===== src/rtl/sfl_pkg.sv =====
// Shared types and the constant part table for the flash identify/read engine.
// Assumes table entries are unique in their (manufacturer, device) pair.
package sfl_pkg;

    typedef enum logic [1:0] {
        AM_KEEP   = 2'd0,
        AM_ENTER4 = 2'd1,
        AM_EXIT4  = 2'd2
    } addr_mode_e;

    typedef struct packed {
        logic [7:0]  mfr;
        logic [15:0] dev;
        logic [9:0]  sectors;
        logic [1:0]  erase;
        addr_mode_e  mode;
    } part_ent_t;

    localparam int NUM_PARTS = 5;

    typedef enum logic [2:0] {
        ST_IDENT  = 3'd0,
        ST_LOOKUP = 3'd1,
        ST_MODE   = 3'd2,
        ST_POLL   = 3'd3,
        ST_READY  = 3'd4,
        ST_READ   = 3'd5,
        ST_NOPART = 3'd6
    } eng_state_e;

    // Returns table entry idx; erase bit0 = 4 KiB, bit1 = 32 KiB.
    function automatic part_ent_t part_entry(input int idx);
        part_ent_t e;
        case (idx)
            0:       e = '{8'hC2, 16'h2019, 10'd512, 2'b11, AM_ENTER4};
            1:       e = '{8'hEF, 16'h4018, 10'd256, 2'b01, AM_KEEP};
            2:       e = '{8'h20, 16'h2017, 10'd128, 2'b00, AM_KEEP};
            3:       e = '{8'h1F, 16'h4800, 10'd128, 2'b01, AM_EXIT4};
            4:       e = '{8'hBF, 16'h254A, 10'd64,  2'b11, AM_KEEP};
            default: e = '{8'h00, 16'h0000, 10'd0,   2'b00, AM_KEEP};
        endcase
        return e;
    endfunction

endpackage


===== src/rtl/sfl_byte_shifter.sv =====
// Mode-0 SPI byte shifter: moves one byte MSB first, SCK = clk/2.
// Assumes start is only raised while busy is low; csn is handled by the caller.
module sfl_byte_shifter (
    input  logic       clk,
    input  logic       rst_n,
    input  logic       start,
    input  logic [7:0] tx,
    input  logic       miso,
    output logic       busy,
    output logic       done,
    output logic [7:0] rx,
    output logic       sclk,
    output logic       mosi
);
    logic [2:0] bit_q;
    logic [7:0] txsh_q;
    logic [7:0] rxsh_q;

    // Clock toggling, sampling on the rise and shifting on the fall.
    always_ff @(posedge clk) begin
        if (!rst_n) begin
            busy   <= 1'b0;
            done   <= 1'b0;
            sclk   <= 1'b0;
            bit_q  <= '0;
            txsh_q <= '0;
            rxsh_q <= '0;
        end else begin
            done <= 1'b0;
            if (!busy) begin
                if (start) begin
                    busy   <= 1'b1;
                    sclk   <= 1'b0;
                    bit_q  <= '0;
                    txsh_q <= tx;
                end
            end else if (!sclk) begin
                sclk   <= 1'b1;
                rxsh_q <= {rxsh_q[6:0], miso};
            end else begin
                sclk <= 1'b0;
                if (bit_q == 3'd7) begin
                    busy <= 1'b0;
                    done <= 1'b1;
                end else begin
                    bit_q  <= bit_q + 3'd1;
                    txsh_q <= {txsh_q[6:0], 1'b0};
                end
            end
        end
    end

    assign mosi = txsh_q[7];
    assign rx   = rxsh_q;

endmodule


===== src/rtl/sfl_id_lookup.sv =====
// Sequential search of the constant part table, one entry per clock.
// Assumes the key is stable from the start pulse until done.
module sfl_id_lookup #(
    parameter int N = sfl_pkg::NUM_PARTS
) (
    input  logic               clk,
    input  logic               rst_n,
    input  logic               start,
    input  logic [7:0]         key_mfr,
    input  logic [15:0]        key_dev,
    output logic               done,
    output logic               hit,
    output sfl_pkg::part_ent_t ent
);
    import sfl_pkg::*;

    localparam int IW = (N > 1) ? $clog2(N) : 1;

    logic          run_q;
    logic [IW-1:0] idx_q;
    part_ent_t     cur;

    // Entry currently under comparison.
    always_comb cur = part_entry(int'(idx_q));

    // Walk the table until a match or the last entry.
    always_ff @(posedge clk) begin
        if (!rst_n) begin
            run_q <= 1'b0;
            idx_q <= '0;
            done  <= 1'b0;
            hit   <= 1'b0;
            ent   <= '0;
        end else begin
            done <= 1'b0;
            if (start) begin
                run_q <= 1'b1;
                idx_q <= '0;
            end else if (run_q) begin
                if (cur.mfr == key_mfr && cur.dev == key_dev) begin
                    run_q <= 1'b0;
                    done  <= 1'b1;
                    hit   <= 1'b1;
                    ent   <= cur;
                end else if (idx_q == IW'(N - 1)) begin
                    run_q <= 1'b0;
                    done  <= 1'b1;
                    hit   <= 1'b0;
                end else begin
                    idx_q <= idx_q + IW'(1);
                end
            end
        end
    end

endmodule


===== src/rtl/sfl_ident_read.sv =====
// Top of the flash identify/read engine. Identifies the part, applies the
// address-mode command, waits for idle, then serves aligned fast reads.
// Assumes a mode-0 flash with status busy flag in bit 0.
module sfl_ident_read #(
    parameter int         AW         = 32,
    parameter int         LEN_W      = 16,
    parameter int         MW         = 32,
    parameter int         RD_SECT_LG = 9,
    parameter int         SECT_LG    = 16,
    parameter logic [7:0] OP_IDENT   = 8'h9F,
    parameter logic [7:0] OP_FREAD   = 8'h0B,
    parameter logic [7:0] OP_ENTER4  = 8'hB7,
    parameter logic [7:0] OP_EXIT4   = 8'hE9,
    parameter logic [7:0] OP_STATUS  = 8'h05
) (
    input  logic             clk,
    input  logic             rst_n,
    input  logic             rd_req,
    input  logic [AW-1:0]    rd_addr,
    input  logic [LEN_W-1:0] rd_len,
    output logic             rd_err,
    output logic             rd_done,
    output logic             rdy,
    output logic             dout_valid,
    output logic [7:0]       dout_data,
    output logic             id_valid,
    output logic             unk_dev,
    output logic [MW-1:0]    media_size,
    output logic [1:0]       erase_caps,
    output logic             addr4b,
    output logic             spi_csn,
    output logic             spi_sclk,
    output logic             spi_mosi,
    input  logic             spi_miso
);
    import sfl_pkg::*;

    localparam int CW = LEN_W + 1;

    eng_state_e    st;
    logic          csn_q, go_q, lk_start;
    logic [CW-1:0] bidx, total, hdr;
    logic          last, xfer, aligned;
    logic [7:0]    id_mfr, mode_op, tx_byte;
    logic [15:0]   id_dev;
    logic [AW-1:0] ra;
    logic [31:0]   ra_ext;
    logic [LEN_W-1:0] rl;
    logic [2:0]    na;
    logic          shf_busy, shf_done;
    logic [7:0]    shf_rx;
    logic          lk_done, lk_hit;
    part_ent_t     lk_ent;

    sfl_byte_shifter u_shf (
        .clk(clk), .rst_n(rst_n), .start(go_q), .tx(tx_byte), .miso(spi_miso),
        .busy(shf_busy), .done(shf_done), .rx(shf_rx), .sclk(spi_sclk), .mosi(spi_mosi)
    );

    sfl_id_lookup #(.N(NUM_PARTS)) u_lk (
        .clk(clk), .rst_n(rst_n), .start(lk_start), .key_mfr(id_mfr), .key_dev(id_dev),
        .done(lk_done), .hit(lk_hit), .ent(lk_ent)
    );

    // Transaction length and framing per state.
    always_comb begin
        xfer   = (st == ST_IDENT) || (st == ST_MODE) || (st == ST_POLL) || (st == ST_READ);
        na     = addr4b ? 3'd4 : 3'd3;
        hdr    = addr4b ? CW'(6) : CW'(5);
        ra_ext = 32'(ra);
        case (st)
            ST_IDENT: total = CW'(4);
            ST_MODE:  total = CW'(1);
            ST_POLL:  total = CW'(2);
            ST_READ:  total = hdr + CW'(rl);
            default:  total = CW'(1);
        endcase
        last    = (bidx == total - CW'(1));
        aligned = (rd_addr[RD_SECT_LG-1:0] == '0) && (rd_len[RD_SECT_LG-1:0] == '0)
                  && (rd_len != '0);
    end

    // Byte to send in the current slot.
    always_comb begin
        tx_byte = 8'h00;
        case (st)
            ST_IDENT: if (bidx == '0) tx_byte = OP_IDENT;
            ST_MODE:  tx_byte = mode_op;
            ST_POLL:  if (bidx == '0) tx_byte = OP_STATUS;
            ST_READ: begin
                if (bidx == '0)
                    tx_byte = OP_FREAD;
                else if (bidx <= CW'(na))
                    tx_byte = ra_ext[{na - bidx[2:0], 3'b000} +: 8];
            end
            default: tx_byte = 8'h00;
        endcase
    end

    // Main sequencer: opens transactions, captures bytes, steps the states.
    always_ff @(posedge clk) begin
        if (!rst_n) begin
            st         <= ST_IDENT;
            csn_q      <= 1'b1;
            go_q       <= 1'b0;
            lk_start   <= 1'b0;
            bidx       <= '0;
            id_mfr     <= '0;
            id_dev     <= '0;
            mode_op    <= '0;
            ra         <= '0;
            rl         <= '0;
            addr4b     <= 1'b0;
            media_size <= '0;
            erase_caps <= '0;
            id_valid   <= 1'b0;
            unk_dev    <= 1'b0;
            dout_valid <= 1'b0;
            dout_data  <= '0;
            rd_done    <= 1'b0;
            rd_err     <= 1'b0;
        end else begin
            go_q       <= 1'b0;
            lk_start   <= 1'b0;
            dout_valid <= 1'b0;
            rd_done    <= 1'b0;
            rd_err     <= 1'b0;
            if (xfer && csn_q && !go_q && !shf_busy) begin
                csn_q <= 1'b0;
                go_q  <= 1'b1;
                bidx  <= '0;
            end else if (xfer && shf_done) begin
                if (st == ST_IDENT) begin
                    if (bidx == CW'(1)) id_mfr       <= shf_rx;
                    if (bidx == CW'(2)) id_dev[15:8] <= shf_rx;
                    if (bidx == CW'(3)) id_dev[7:0]  <= shf_rx;
                end
                if (st == ST_READ && bidx >= hdr) begin
                    dout_valid <= 1'b1;
                    dout_data  <= shf_rx;
                end
                if (last) begin
                    csn_q <= 1'b1;
                    case (st)
                        ST_IDENT: begin
                            st       <= ST_LOOKUP;
                            lk_start <= 1'b1;
                        end
                        ST_MODE:  st <= ST_POLL;
                        ST_POLL:  if (!shf_rx[0]) st <= ST_READY;
                        default: begin
                            st      <= ST_READY;
                            rd_done <= 1'b1;
                        end
                    endcase
                end else begin
                    bidx <= bidx + CW'(1);
                    go_q <= 1'b1;
                end
            end
            case (st)
                ST_LOOKUP: if (lk_done) begin
                    id_valid <= 1'b1;
                    if (lk_hit) begin
                        media_size <= MW'(lk_ent.sectors) << SECT_LG;
                        erase_caps <= lk_ent.erase;
                        case (lk_ent.mode)
                            AM_ENTER4: begin
                                mode_op <= OP_ENTER4;
                                addr4b  <= 1'b1;
                                st      <= ST_MODE;
                            end
                            AM_EXIT4: begin
                                mode_op <= OP_EXIT4;
                                addr4b  <= 1'b0;
                                st      <= ST_MODE;
                            end
                            default: st <= ST_READY;
                        endcase
                    end else begin
                        unk_dev <= 1'b1;
                        st      <= ST_NOPART;
                    end
                end
                ST_READY: if (rd_req) begin
                    if (aligned) begin
                        ra <= rd_addr;
                        rl <= rd_len;
                        st <= ST_READ;
                    end else begin
                        rd_err <= 1'b1;
                    end
                end
                ST_NOPART: if (rd_req) rd_err <= 1'b1;
                default: ;
            endcase
        end
    end

    assign spi_csn = csn_q;
    assign rdy     = (st == ST_READY);

endmodule


===== config.mk =====
export PLATFORM = sky130hd
export DESIGN_NAME = sfl_ident_read
export DESIGN_NICKNAME = d
export VERILOG_FILES = /design/src/rtl/sfl_pkg.sv /design/src/rtl/sfl_byte_shifter.sv /design/src/rtl/sfl_id_lookup.sv /design/src/rtl/sfl_ident_read.sv
export SDC_FILE = /design/constraint.sdc
export NUM_CORES = 1
export LEC_CHECK = 0
export BUFFER_PORTS_ARGS = -buffer_cell sky130_fd_sc_hd__buf_2
export CORE_MARGIN = 4
export CORE_UTILIZATION = 63
export CTS_CLUSTER_SIZE = 12
export DETAILED_ROUTE_END_ITERATION = 10
export PLACE_DENSITY = 0.85
export SLEW_MARGIN = 20
export SYNTH_ARGS = -nofsm -noshare
export SYNTH_HDL_FRONTEND = slang
export SYNTH_HIERARCHICAL = 1
export SYNTH_SLANG_ARGS = --single-unit

===== constraint.sdc =====
create_clock -name clk -period 12.5 [get_ports clk]
set_input_delay 2.5 -clock clk [delete_from_list [all_inputs] [get_ports clk]]
set_output_delay 2.5 -clock clk [all_outputs]
set_load 0.1 [all_outputs]

==> metrics.txt, run 1 <==
CP Data Arrival Time=5.27 ns; htree depth=4; Multi-input gate area=5450 sq um; crit end category=flip-flop; Final Hold Viols=0; Worst-Margin Slew=0.943 ns; Mapped Cells=1107; Post-DP Area=9380 sq um; Buffers on Ports=81; Routed Antenna Nets=0; RSZ-0062 raised after global routing=false; # diodes=0; Final Worst Setup Slack=7.59 ns; YS warnings=6; static leakage=3.87 nW; vias=7931; Post-CTS Setup Bufs=0; CTS Hold Buffers Added=0; Switching Share=0.260; die height=129 um; Horiz. Die Dim=129 um; CTS tree=done; Hold Crit Class=flip-flop to flip-flop; fin nets=1206; fin util=0.703; Max-Cap Viols=0; overall routing resource usage=0.258; largest fanout on the critical path=18; maximum VDD drop=0.102 mV; die area=16600 sq um; FILL cells=1133; Max Slew Vio Count=0; class of the most critical setup path=flip-flop to flip-flop; Num CTS Buffers=17; timing-limited maximum frequency=204 MHz; Post-Route WL=20900 um; overall power=0.00107 W; GRT overflow=0; Starting Density=0.654; largest net degree at the start of global routing=105; routed vias/inst=5.99; number of global-route vias before repair=7405; Residual DRC=0; NetSw=0.000278 W; Routed wire per std cell=15.8 um; minimum clock period=4.91 ns; Crit path required time=12.86 ns; 1st-iter DRT viols=730; TNS Setup=0 ns; status=completed; CTS clk-pin slew, worst paths=0.06 ns; initial antenna violation count=0; max_slew headroom=0.369; CTS Buffer Depth=2; Post-Layout Inst Area=9910 sq um; first-pass GRT wire length=35600 um; fraction of layout instances using a drive strength above 1=0.123; Setup crit start kind=flip-flop; power share of the combinational group=0.078; Final Skew=0.00849 ns; Syn-to-layout area delta=7.58%; core area=14100 sq um; Power Density=108 nW/um^2; num rows=43; DP HPWL=14900 um; Flop pwr share=0.481; root buf cell=clkbuf_16; drt first pass iters=5; worst skew pair latency=0.43 ns; register area=3160 sq um; synthesized cell area=9220 sq um; CTS Sinks=158; dpl ws=7.72 ns; routability cong.=0.947; period utilisation layout=0.393; synthesized area per cell=8.33 sq um; I/O Pins=104; clock power share=0.441; Resized cells post-CTS=0; Power Internal=0.000792 W; # setup viols final=0
## registers in the layout, indices dropped and copies added (netlist names), 3 cells and up
signal / flops
id_mfr: 8
u_lk/ent: 7
mode_op: 3
u_shf/txsh_q: 8
bidx: 17
media_size: 10
st: 3
rl: 16
u_shf/bit_q: 3
u_lk/idx_q: 3
ra: 32
dout_data: 8
u_shf/rx: 8
id_dev: 16
## layout by cell type (no fill, tap or decap), types with 8 or more instances in the layout
cell,instances
mux2i_1,47
clkbuf_16,17
and2_1,14
o211ai_1,10
dfxtp_1,158
nand4_1,13
ha_1,22
nor4_1,17
or4_1,10
nand2b_1,21
mux4_2,8
nor2_1,51
a21oi_1,37
nand2_1,172
o21a_1,12
conb_1,28
buf_2,80
a21boi_1,9
a21boi_0,53
and3_1,25
o21ai_0,29
or3_1,8
nand3_1,39
inv_1,27
nor3_1,23
nor2b_1,41
xnor2_1,33
## routing by layer
metal / share of wire / up-vias / GRT usage
li1: - / 3896 / -
met1: 0.46 / 3765 / 0.356
met2: 0.47 / 223 / 0.410
met3: 0.049 / 47 / 0.0390
met4: 0.025 / 0 / 0.0982
met5: 0 / - / 0
## worst max-delay path: stages, from the launching register on
cell and delay, ns:
dfxtp_1 0.39, inv_1 0.25, ha_1 0.25, inv_1 0.06, fa_1 0.49, nor2_1 0.05, o21ai_0 0.16, ha_1 0.21
inv_1 0.06, a211oi_2 0.54, nor2_1 0.12, a311o_1 0.36, a2111oi_0 0.57, or4_1 0.27, nor4_4 0.07, and2_1 0.36
nor4_1 0.41, mux2i_1 0.21
## worst paths after layout
kind	startpoint	endpoint	slack (ns)	cells past startpoint
setup / recovery	mode_op[4]	bidx[15]	7.59	17
hold / removal	u_lk/ent[12]	u_lk/ent[12]	0.46	2
setup reg to reg	mode_op[4]	bidx[15]	7.59	17
hold reg to reg	u_lk/ent[12]	u_lk/ent[12]	0.46	2
## power by group through the flow
stage	clock network (W)	logic (W)	registers [W]
3_3_place_gp	0	0.0000811	0.000525
2_1_floorplan	0	0.0000670	0.000533
3_5_place_dp	0	0.0000821	0.000526
4_1_cts	0.000475	0.0000827	0.000514
5_1_grt	0.000497	0.0000889	0.000515
6_report	0.000472	0.0000829	0.000515
## through the flow
stage | instances | hold WS [ns]
floorplan | 1133 | 0.435
global placement | 1291 | 0.443
detailed placement | 1291 | 0.448
CTS | 1323 | 0.458
global route | 1323 | 0.472
finish | 1323 | 0.456
## area by class of cell
class,instances,area share
Clock inverter,9,0.00631
Sequential cell,158,0.319
Tap cell,180,0.0227
Inverter,29,0.0110
Multi-Input combinational cell,839,0.550
Clock buffer,23,0.0472
Timing Repair Buffer,85,0.0442
Note: power is estimated with default switching activity, not from simulation.
==> run 2: changes to the inputs <==
- ABC_AREA: unset -> 1
- CORE_UTILIZATION: 63 -> 54
- PLACE_DENSITY: 0.85 -> 0.77
- clock period: 12.5 -> 4.1 ns (I/O delays scaled with it)
==> metrics.txt, run 2 <==
Residual DRC=0; RSZ-0062 raised after global routing=false; max_slew headroom=0.313; Resized cells post-CTS=0; fin nets=1486; die height=137 um; vias=8563; period utilisation layout=0.882; hold path depth=2; YS warnings=6; # setup viols final=0; Largest delay share family, worst path=simple AND/OR/NAND/NOR gates; Worst-Margin Slew=1.03 ns; htree depth=4; largest net degree at the start of global routing=56; placed cell count=1611; drt first pass iters=5; core area=16500 sq um; critical path capture point=bidx[3]; Num CTS Buffers=17; CP Buf/Inv Count=4; Crit path required time=4.44 ns; worst r2r src=mode_op[4]; Mapped Cells=1353; Max-Cap Viols=0; first-pass GRT wire length=36600 um; Power Density=337 nW/um^2; met3 usage=0.0442; minimum clock period=3.62 ns; Buffers on Ports=81; Routed wire per std cell=13.6 um; Slowest Stage Delay on Critical Path=0.50 ns; CP Data Arrival Time=3.96 ns; busiest grt layer=met2; Post-Route WL=22400 um; worst reg2reg path endpoint=bidx[3]; met1 usage=0.323; Slowest-stage cell, CP=fa_1; overall routing resource usage=0.241; critical path launch point=mode_op[4]; Setup crit start kind=flip-flop; CTS tree=done; largest fanout on the critical path=20; CTS Hold Buffers Added=0; static leakage=4.70 nW; Max Slew Vio Count=0; class of the most critical setup path=flip-flop to flip-flop; crit end category=flip-flop; TNS Setup=0 ns; maximum VDD drop=0.347 mV; post-route insts no fill=1643; CTS Sinks=158; Final Worst Setup Slack=0.484 ns; status=completed; critical path depth=22; 1st-iter DRT viols=621; routed vias/inst=5.21; Syn-to-layout area delta=10.1%; Starting Density=0.549; worst path cell trace=inv_1 > ha_1 > inv_1 > fa_1 > nand2_1 > nand2_1 > ha_1 > inv_1 > nor2_1 > nand3_2 > nor2_4 > nand3_2 > o21ai_1 > nand2_1 > nand2_1 > nand2_1 > nor2_2 > nand2_1 > nand2_2 > buf_4 > nand2_1 > a21oi_1; initial antenna violation count=0; Most flops, register=ra; root buf cell=clkbuf_16; num rows=47; GRT overflow=0; die area=18900 sq um; most frequent cells in the layout=nand2_1 (280), nor2_1 (237), dfxtp_1 (157); Final Skew=0.00608 ns; synthesized cell area=9040 sq um; number of flip-flops in the largest register=32; worst reg-to-reg path cell count=22; Hold Crit Class=flip-flop to flip-flop; largest registers=ra x32, bidx x17; overall power=0.00335 W; Routed Antenna Nets=0; timing-limited maximum frequency=277 MHz; I/O Pins=104; r2r setup slk=0.48 ns; commonest non-fill, non-tap cell in the layout=nand2_1; CTS clk-pin slew, worst paths=0.07 ns; most used cell, CP=nand2_1; number of global-route vias before repair=7710; GRT met2 Usage=0.382; synthesized area per cell=6.68 sq um; dpl ws=0.526 ns; DP HPWL=16500 um; fraction of layout instances using a drive strength above 1=0.127; CTS Buffer Depth=2; worst skew pair latency=0.43 ns; Horiz. Die Dim=137 um; Final Hold Viols=0; Post-CTS Setup Bufs=0; routability cong.=0.931; # diodes=0
run 2: changes by cell type in the layout (fill, tap and decap cells not counted), moves of 32 or more:
cell	previous run	this run
inv_1	27	150
xnor2_1	33	1
nor2_1	51	237
nand2_1	172	280
o21ai_0	29	79
a21boi_0	53	0
nand3_1	39	92
mux2i_1	47	0
nor2b_1	41	0
run 2: worst register-to-register path: cells and delay by family, from the launching register on:
| kind | cells | cell delay (ns) |
|---|---|---|
| flops | 1 | 0.36 |
| simple gates | 13 | 1.27 |
| fa+ha+maj | 3 | 0.96 |
| compound gates | 2 | 0.36 |
| buf+inv | 4 | 0.58 |
run 2: through the flow:
stage,util,hold WS [ns],area [sq um]
CTS,0.604,0.459,9950
global route,0.605,0.476,9960
detailed placement,0.570,0.449,9390
global placement,0.570,0.444,9390
finish,0.605,0.457,9960
floorplan,-,0.436,9140
run 2: power by group:
| group | internal [W] | switching [W] | total (W) |
|---|---|---|---|
| combinational | 0.0000548 | 0.000217 | 0.000272 |
| sequential | 0.00156 | 0.0000152 | 0.00158 |
| clock | 0.000821 | 0.000683 | 0.00150 |
| total | 0.00244 | 0.000915 | 0.00335 |
run 2: worst min path at each step:
stage | startpoint | end | slack (ns)
6_report | ra[1] | ra[1] | 0.46
4_1_cts | ra[1] | ra[1] | 0.46
3_3_place_gp | ra[4] | ra[4] | 0.44
5_1_grt | ra[6] | ra[6] | 0.48
2_1_floorplan | ra[8] | ra[8] | 0.44
3_5_place_dp | ra[8] | ra[8] | 0.45
run 2: cell type report:
class	count	area, sq um
clock buffer	19	453
clock inverter	13	105
fill	1579	6510
inverter	168	634
multi-input combinational	976	4860
sequential	158	3160
tap	220	275
timing repair buffer	89	465
run 2: metal layers:
layer	wire length [um]	vias to the layer above	part of all wire
met4	707	0	0.032
met3	1520	46	0.068
met2	9890	293	0.44
li1	-	4410	-
met1	10300	3814	0.46
met5	0	-	0
